**src/rtl/wocache_pkg.sv**
```systemverilog
package wocache_pkg;
  typedef enum logic [1:0] {
    WC_IDLE  = 2'd0,
    WC_CACHE = 2'd1,
    WC_SLOW  = 2'd2,
    WC_WBACK = 2'd3
  } wc_state_e;
endpackage

```
**src/rtl/wocache_tags.sv**
```systemverilog
module wocache_tags #(
  parameter int SETS  = 16,
  parameter int WAYS  = 4,
  parameter int TAG_W = 22,
  localparam int SET_W = $clog2(SETS),
  localparam int WAY_W = $clog2(WAYS)
) (
  input  logic                        clk,
  input  logic                        rst,
  input  logic [SET_W-1:0]            rd_set,
  input  logic [TAG_W-1:0]            cmp_tag,
  output logic [WAYS-1:0]             hit_vec,
  output logic [WAYS-1:0]             rd_valid,
  output logic [WAYS-1:0]             rd_dirty,
  output logic [WAYS-1:0][TAG_W-1:0]  rd_tag,
  input  logic                        wr_en,
  input  logic [SET_W-1:0]            wr_set,
  input  logic [WAY_W-1:0]            wr_way,
  input  logic [TAG_W-1:0]            wr_tag,
  input  logic                        wr_dirty
);
  for (genvar w = 0; w < WAYS; w++) begin : g_way
    logic [TAG_W-1:0] tag_mem [SETS];
    logic [SETS-1:0]  vld_q;
    logic [SETS-1:0]  drt_q;
    logic             sel;

    assign sel = wr_en && (wr_way == WAY_W'(w));

    // tag array: no reset so it maps to distributed/block RAM
    always_ff @(posedge clk) begin
      if (sel) tag_mem[wr_set] <= wr_tag;
    end

    always_ff @(posedge clk) begin
      if (rst) begin
        vld_q <= '0;
        drt_q <= '0;
      end else if (sel) begin
        vld_q[wr_set] <= 1'b1;
        drt_q[wr_set] <= wr_dirty;
      end
    end

    assign rd_tag[w]   = tag_mem[rd_set];
    assign rd_valid[w] = vld_q[rd_set];
    assign rd_dirty[w] = drt_q[rd_set];
    assign hit_vec[w]  = vld_q[rd_set] && (tag_mem[rd_set] == cmp_tag);
  end
endmodule

```
**src/rtl/wocache_victim.sv**
```systemverilog
module wocache_victim #(
  parameter int SETS = 16,
  parameter int WAYS = 4,
  localparam int SET_W = $clog2(SETS),
  localparam int WAY_W = $clog2(WAYS)
) (
  input  logic             clk,
  input  logic             rst,
  input  logic [SET_W-1:0] set_idx,
  input  logic [WAYS-1:0]  valid_vec,
  input  logic             advance,
  output logic [WAY_W-1:0] vic_way,
  output logic             set_full
);
  logic [WAY_W-1:0] rr_q [SETS];
  logic [WAY_W-1:0] free_way;

  // lowest-index invalid way wins
  always_comb begin
    free_way = '0;
    for (int w = WAYS - 1; w >= 0; w--) begin
      if (!valid_vec[w]) free_way = WAY_W'(w);
    end
  end

  assign set_full = &valid_vec;
  assign vic_way  = set_full ? rr_q[set_idx] : free_way;

  always_ff @(posedge clk) begin
    if (rst) begin
      for (int s = 0; s < SETS; s++) rr_q[s] <= '0;
    end else if (advance) begin
      rr_q[set_idx] <= (rr_q[set_idx] == WAY_W'(WAYS - 1)) ? '0 : rr_q[set_idx] + 1'b1;
    end
  end
endmodule

```
**src/rtl/wocache_ctrl.sv**
```systemverilog
module wocache_ctrl
  import wocache_pkg::*;
#(
  parameter int ADDR_W     = 32,
  parameter int LINE_BYTES = 64,
  parameter int SETS       = 16,
  parameter int WAYS       = 4,
  localparam int OFF_W = $clog2(LINE_BYTES),
  localparam int SET_W = $clog2(SETS),
  localparam int WAY_W = $clog2(WAYS),
  localparam int TAG_W = ADDR_W - OFF_W - SET_W
) (
  input  logic              clk,
  input  logic              rst,
  input  logic              req_valid,
  input  logic              req_write,
  input  logic [ADDR_W-1:0] req_addr,
  output logic              req_ready,
  output logic              rsp_valid,
  output logic              rsp_hit,
  output logic [WAY_W-1:0]  rsp_way,
  output logic              rsp_cache,
  output logic              dram_valid,
  output logic              dram_write,
  output logic [SET_W-1:0]  dram_set,
  output logic [WAY_W-1:0]  dram_way,
  input  logic              dram_ack,
  output logic              mem_valid,
  output logic [ADDR_W-1:0] mem_addr,
  input  logic              mem_ack,
  output logic              wb_valid,
  output logic [ADDR_W-1:0] wb_addr,
  input  logic              wb_ack
);
  wc_state_e state_q, state_d;

  logic [SET_W-1:0] req_set;
  logic [TAG_W-1:0] req_tag;
  logic             acc;

  logic [WAYS-1:0]            hit_vec, rd_valid, rd_dirty;
  logic [WAYS-1:0][TAG_W-1:0] rd_tag;
  logic                       lk_hit;
  logic [WAY_W-1:0]           hit_way;
  logic [WAY_W-1:0]           vic_way;
  logic                       set_full;
  logic                       vic_dirty;
  logic [TAG_W-1:0]           vic_tag;
  logic [WAY_W-1:0]           tgt_way;

  logic              cur_write_q;
  logic [SET_W-1:0]  cur_set_q;
  logic [WAY_W-1:0]  cur_way_q;
  logic [ADDR_W-1:0] mem_addr_q, wb_addr_q;

  assign req_set = req_addr[OFF_W +: SET_W];
  assign req_tag = req_addr[ADDR_W-1 -: TAG_W];
  assign acc     = req_valid && (state_q == WC_IDLE);

  wocache_tags #(.SETS(SETS), .WAYS(WAYS), .TAG_W(TAG_W)) u_tags (
    .clk      (clk),
    .rst      (rst),
    .rd_set   (req_set),
    .cmp_tag  (req_tag),
    .hit_vec  (hit_vec),
    .rd_valid (rd_valid),
    .rd_dirty (rd_dirty),
    .rd_tag   (rd_tag),
    .wr_en    (acc && req_write),
    .wr_set   (req_set),
    .wr_way   (tgt_way),
    .wr_tag   (req_tag),
    .wr_dirty (1'b1)
  );

  wocache_victim #(.SETS(SETS), .WAYS(WAYS)) u_victim (
    .clk       (clk),
    .rst       (rst),
    .set_idx   (req_set),
    .valid_vec (rd_valid),
    .advance   (acc && req_write && !lk_hit && set_full),
    .vic_way   (vic_way),
    .set_full  (set_full)
  );

  always_comb begin
    hit_way = '0;
    for (int w = 0; w < WAYS; w++) begin
      if (hit_vec[w]) hit_way = WAY_W'(w);
    end
  end

  assign lk_hit    = |hit_vec;
  assign tgt_way   = lk_hit ? hit_way : vic_way;
  assign vic_dirty = rd_valid[vic_way] && rd_dirty[vic_way];
  assign vic_tag   = rd_tag[vic_way];

  always_comb begin
    state_d = state_q;
    unique case (state_q)
      WC_IDLE: begin
        if (acc) begin
          if (lk_hit)          state_d = WC_CACHE;
          else if (!req_write) state_d = WC_SLOW;
          else if (vic_dirty)  state_d = WC_WBACK;
          else                 state_d = WC_CACHE;
        end
      end
      WC_CACHE: if (dram_ack) state_d = WC_IDLE;
      WC_SLOW:  if (mem_ack)  state_d = WC_IDLE;
      WC_WBACK: if (wb_ack)   state_d = WC_CACHE;
      default:                state_d = WC_IDLE;
    endcase
  end

  always_ff @(posedge clk) begin
    if (rst) begin
      state_q     <= WC_IDLE;
      rsp_valid   <= 1'b0;
      rsp_hit     <= 1'b0;
      rsp_way     <= '0;
      rsp_cache   <= 1'b0;
      cur_write_q <= 1'b0;
      cur_set_q   <= '0;
      cur_way_q   <= '0;
      mem_addr_q  <= '0;
      wb_addr_q   <= '0;
    end else begin
      state_q   <= state_d;
      rsp_valid <= acc;
      if (acc) begin
        rsp_hit     <= lk_hit;
        rsp_way     <= (lk_hit || req_write) ? tgt_way : '0;
        rsp_cache   <= lk_hit || req_write;
        cur_write_q <= req_write;
        cur_set_q   <= req_set;
        cur_way_q   <= tgt_way;
        mem_addr_q  <= {req_tag, req_set, {OFF_W{1'b0}}};
        wb_addr_q   <= {vic_tag, req_set, {OFF_W{1'b0}}};
      end
    end
  end

  assign req_ready  = (state_q == WC_IDLE);
  assign dram_valid = (state_q == WC_CACHE);
  assign dram_write = cur_write_q;
  assign dram_set   = cur_set_q;
  assign dram_way   = cur_way_q;
  assign mem_valid  = (state_q == WC_SLOW);
  assign mem_addr   = mem_addr_q;
  assign wb_valid   = (state_q == WC_WBACK);
  assign wb_addr    = wb_addr_q;
endmodule

```
**config.mk**
```make
export PLATFORM = sky130hd
export DESIGN_NAME = wocache_ctrl
export DESIGN_NICKNAME = d
export VERILOG_FILES = /design/src/rtl/wocache_pkg.sv /design/src/rtl/wocache_tags.sv /design/src/rtl/wocache_victim.sv /design/src/rtl/wocache_ctrl.sv
export SDC_FILE = /design/constraint.sdc
export NUM_CORES = 2
export LEC_CHECK = 0
export BUFFER_PORTS_ARGS = -buffer_cell sky130_fd_sc_hd__buf_2
export CELL_PAD_IN_SITES_DETAIL_PLACEMENT = 1
export CELL_PAD_IN_SITES_GLOBAL_PLACEMENT = 1
export CORE_MARGIN = 10
export CORE_UTILIZATION = 40
export DETAILED_ROUTE_END_ITERATION = 16
export PLACE_DENSITY = 0.64
export SYNTH_ARGS = -nofsm -noshare
export SYNTH_HDL_FRONTEND = slang
export SYNTH_HIERARCHICAL = 1
export SYNTH_SLANG_ARGS = --single-unit
```
**constraint.sdc**
```tcl
create_clock -name clk -period 9.04 [get_ports clk]
set_input_delay 1.356 -clock clk [delete_from_list [all_inputs] [get_ports clk]]
set_output_delay 1.356 -clock clk [all_outputs]
set_load 0.05 [all_outputs]
```
==> summary by stage <==
Route
The number of nets with antenna violations after routing is 0. The first routing iteration left 4,079 violations. The detail-routed via count per cell is 5.860. The post-detailed-route wirelength per cell is 32.50 um.

The first detailed-routing pass ran for 6 iterations. The vias after detailed routing is 35,672. For this run, design rule violations remaining after detail routing come to 0.

Wires add up to 197.8 mm.

Clock network
The number of hold buffers added after cts is 0. The clock-pin transition on the worst setup and hold timing paths is 60 ps. The count of clock tree sinks is 1,626. The number of setup buffers added after CTS is 0. Clock tree synthesis selected as its root buffer the cell clkbuf_16. The clock reaches the later pin of the worst-skew pair after 820 ps. The clock passes through at most 3 buffers.

The clock tree from TritonCTS is done. The H-tree generated during clock tree synthesis spans 4 levels. Gates resized during post-CTS repair numbered 0. The TritonCTS buffer count is 171.

Synthesis
The post-synthesis async set-or-reset flop share is 0%. In this run, synthesis inferred 1,440 flip-flops with an integrated enable. The flop and latch count out of synthesis is 1,626.

Yosys mapped the design onto 93 distinct sky130hd cell types. The post-synthesis area per instance is 18.41 um^2. The synthesized design spends more area on one cell type than any other, namely edfxtp_1. Counting every instance in the synthesized netlist gives 3,556. For this run, the register share of the synthesized area comes to 71.73%. After synthesis, the largest area contributor takes up 66.04% of total cell area. The commonest cells after synthesis are edfxtp_1 (1,440), mux4_2 (415), nand2_1 (263). The primary flip-flop cell chosen by synthesis mapping is edfxtp_1.

Yosys printed 6 warnings. By instance count, the leading cell after synthesis is edfxtp_1. By area the synthesized netlist is led by edfxtp_1 (66%), mux4_2 (14%), dfxtp_1 (5.7%).

The mapped cell area is 65,470 um^2.

Placement
Routability-driven placement finished with a final weighted congestion of 0.8546. The HPWL after detailed placement is 118.5 mm. At the placement stage, the worst setup path has a slack of 1377 ps. After detailed placement, the design holds a cell count of 5,771. The number of input and output port buffers inserted is 100.

Die
The floorplan row count is 148. The floorplan step set the die height to 424.6 um. 119 I/O pins were placed. The width of the chip is 424.6 um. The starting density of the core is 40.22%. The area of the core is 162,800 um^2. The floorplan step defined a die boundary enclosing 180,300 um^2.

GRT
For this run, the total global-route usage over all layers was measured as 21.60%. Global routing finished with a remaining overflow of 0. Entering global routing, the biggest net connects 81 pins. The first-pass GRT wire length is 279.2 mm. The via count of the first global-routing pass is 36,588.

The initial antenna violation count is 13.

Setup path
The cell depth of the worst flop-to-flop path is 12. The critical path arrival is 7470 ps. The critical path capture point type is a register. The worst setup path is launched from a primary input. The reg-to-reg critical path endpoint is u_tags/g_way[1].tag_mem[4][10]. The setup check on the worst reg-to-reg path leaves a slack of 3370 ps. The data required time of the critical path is 9520 ps.

Of all nets on the critical path, the largest fanout is 54. The startpoint of the most critical register-to-register path is u_tags/g_way[1].tag_mem[15][12]. The critical path is of the in -> reg type.

Worst hold path
The class of the most critical hold timing path is reg -> reg. Along the worst hold path, the cell count comes to 2. The hold-critical path endpoint is wb_addr[25]. The beginning of the worst hold path is wb_addr[25].

Power
The switching component of the power is 3.738 mW. Combinational cells account for 7.0% of the total power. The share of total power dissipated in sequential elements is 50.9%.

Net switching is 23.14% of the power. The internal power of the cells totals 12.41 mW. The clock network is responsible for 42.1% of the overall power. The power per unit of standard cell area is 215.4 nW/um^2. The static leakage is 23.97 nW. The largest vdd supply drop is 0.0001899 V.

Timing
The number of pins with negative max-slew slack in the final report is 0. Setup repair after global routing left no endpoint under its margin. The worst path meets setup with 2042 ps of slack. The number of failing hold endpoints at the final stage is 0.

The shortest period the worst path allows is 6998 ps. At the pin with the least slew margin, the transition time is 1209 ps. The remaining max-slew budget at the tightest pin is 18.57%. The share of the clock period used by the worst path after layout is 77.41%.

The clock arrives with 39.13 ps of skew. The peak clock frequency supported by timing is 0.1429 GHz. The setup TNS is 0 ps. The number of setup violations in the final report is 0.

Cells and area
In the final layout, the share of cells above drive strength 1 is 26.09%. The number of fill cells in the layout is 15,190. The number of non-filler instances in the completed layout is 6,087.

The growth of design area from synthesis to finish is 14.51%. The post-layout net count is 3,808.

Outcome
The run finished with clean final reports.

Run
The number of maximum-capacitance constraint violations is 0.
cells in the final DEF, fill, tap and decap left out, types with 9 or more instances in the layout:
cell and count:
xor2_1 17, clkbuf_16 172, nand2b_1 17, buf_2 93, nor2b_1 12, clkinv_1 43, nand2_1 263, bufinv_16 11
mux4_2 415, buf_12 58, nand3_1 14, mux2i_1 136, a21oi_1 139, clkinv_2 23, mux2_2 16, nor4_1 11
o21ai_0 99, mux4_1 11, nand4_1 9, dfxtp_1 186, nor2_2 49, inv_6 9, conb_1 13, nor3_1 25
nor2_4 20, edfxtp_1 1440, clkbuf_1 40, a22oi_1 53, nor2_1 179, xnor2_1 64, buf_4 98, inv_1 13
layer usage:
layer,vias to the layer above,track usage (%),wire (um)
li1,14651,-,-
met2,1395,34.33,94170
met4,6,8.718,8416
met5,-,0,41
met1,19239,29.24,81270
met3,381,4.193,13930
flip-flops by register name (all words and copies together), names as in the netlist:
signal                cells
state_q                   2
u_tags/g_way.tag_mem   1408
rsp_valid                 1
rsp_hit                   1
u_tags/g_way.vld_q       64
u_victim/rr_q            32
rsp_cache                 1
u_tags/g_way.drt_q       64
rsp_way                   2
dram_way                  2
mem_addr                 22
dram_set                  3
wb_addr                  23
dram_write                1
power by group through the flow:
stage / clock (mW) / combinational, mW / sequential (mW)
after floorplan: 0 / 0.594 / 8.44
after global placement: 0 / 1.11 / 8.38
after detailed placement: 0 / 1.12 / 8.38
after CTS: 6.94 / 1.13 / 8.22
after global routing: 7.25 / 1.18 / 8.22
final: 6.80 / 1.13 / 8.22
area by class of cell:
| cell class | instances | area [um^2] | area share, % |
|---|---|---|---|
| Clock inverter | 97 | 868.3 | 1.158 |
| Inverter | 21 | 83.83 | 0.1118 |
| Multi-Input combinational cell | 1696 | 17400 | 23.21 |
| Tap cell | 2175 | 2721 | 3.630 |
| Timing Repair Buffer | 253 | 2419 | 3.226 |
| Antenna cell | 3 | 7.507 | 0.01001 |
| Clock buffer | 216 | 4509 | 6.014 |
| Sequential cell | 1626 | 46970 | 62.64 |
cells by family (layout without fill, tap and decap cells):
logic type / Yosys count / count (layout) / synth area share [%]
compound gates: 376 / 376 / 3.568
xor+xnor: 81 / 81 / 1.084
buf+inv: 245 / 587 / 2.205
flops: 1626 / 1626 / 71.73
mux: 579 / 579 / 17.09
other cells: 2 / 16 / 0.01147
simple gates: 647 / 647 / 4.307
critical path: stages:
cell	delay (ps)
buf_8	450
buf_12	370
buf_12	330
mux4_2	550
mux2i_1	500
xnor2_1	180
o21ai_0	100
a2111oi_0	620
o2111ai_1	240
nor4_1	480
buf_4	250
a21oi_1	70
nor2_1	240
inv_1	140
or3b_2	820
nor2_2	270
buf_4	330
through the flow:
stage | util [%] | hold slack, ps | total power [mW] | instance area (um^2)
3_5_place_dp | 42.75 | 443.7 | 9.501 | 69590
6_report | 46.06 | 449.5 | 16.15 | 74980
5_1_grt | 46.06 | 468.1 | 16.65 | 74970
3_3_place_gp | 42.75 | 442.3 | 9.486 | 69590
4_1_cts | 46.06 | 451.8 | 16.28 | 74970
2_1_floorplan | - | 434.8 | 9.030 | 65510
worst max path at each step:
| stage | startpoint | end | slack, ps | cells past startpoint |
|---|---|---|---|---|
| after floorplan | req_addr[6] | u_tags/g_way[0].tag_mem[11][0] | 2720 | 18 |
| after global placement | req_addr[7] | u_victim/rr_q[1][1] | 1440 | 15 |
| after detailed placement | req_addr[6] | u_tags/g_way[0].tag_mem[13][19] | 1380 | 17 |
| after CTS | req_addr[6] | u_tags/g_way[0].tag_mem[13][19] | 2200 | 17 |
| after global routing | req_addr[6] | u_tags/g_way[0].tag_mem[13][19] | 1730 | 17 |
| final | req_addr[6] | u_tags/g_way[0].tag_mem[13][19] | 2040 | 17 |
(Power assumes the default switching activity.)
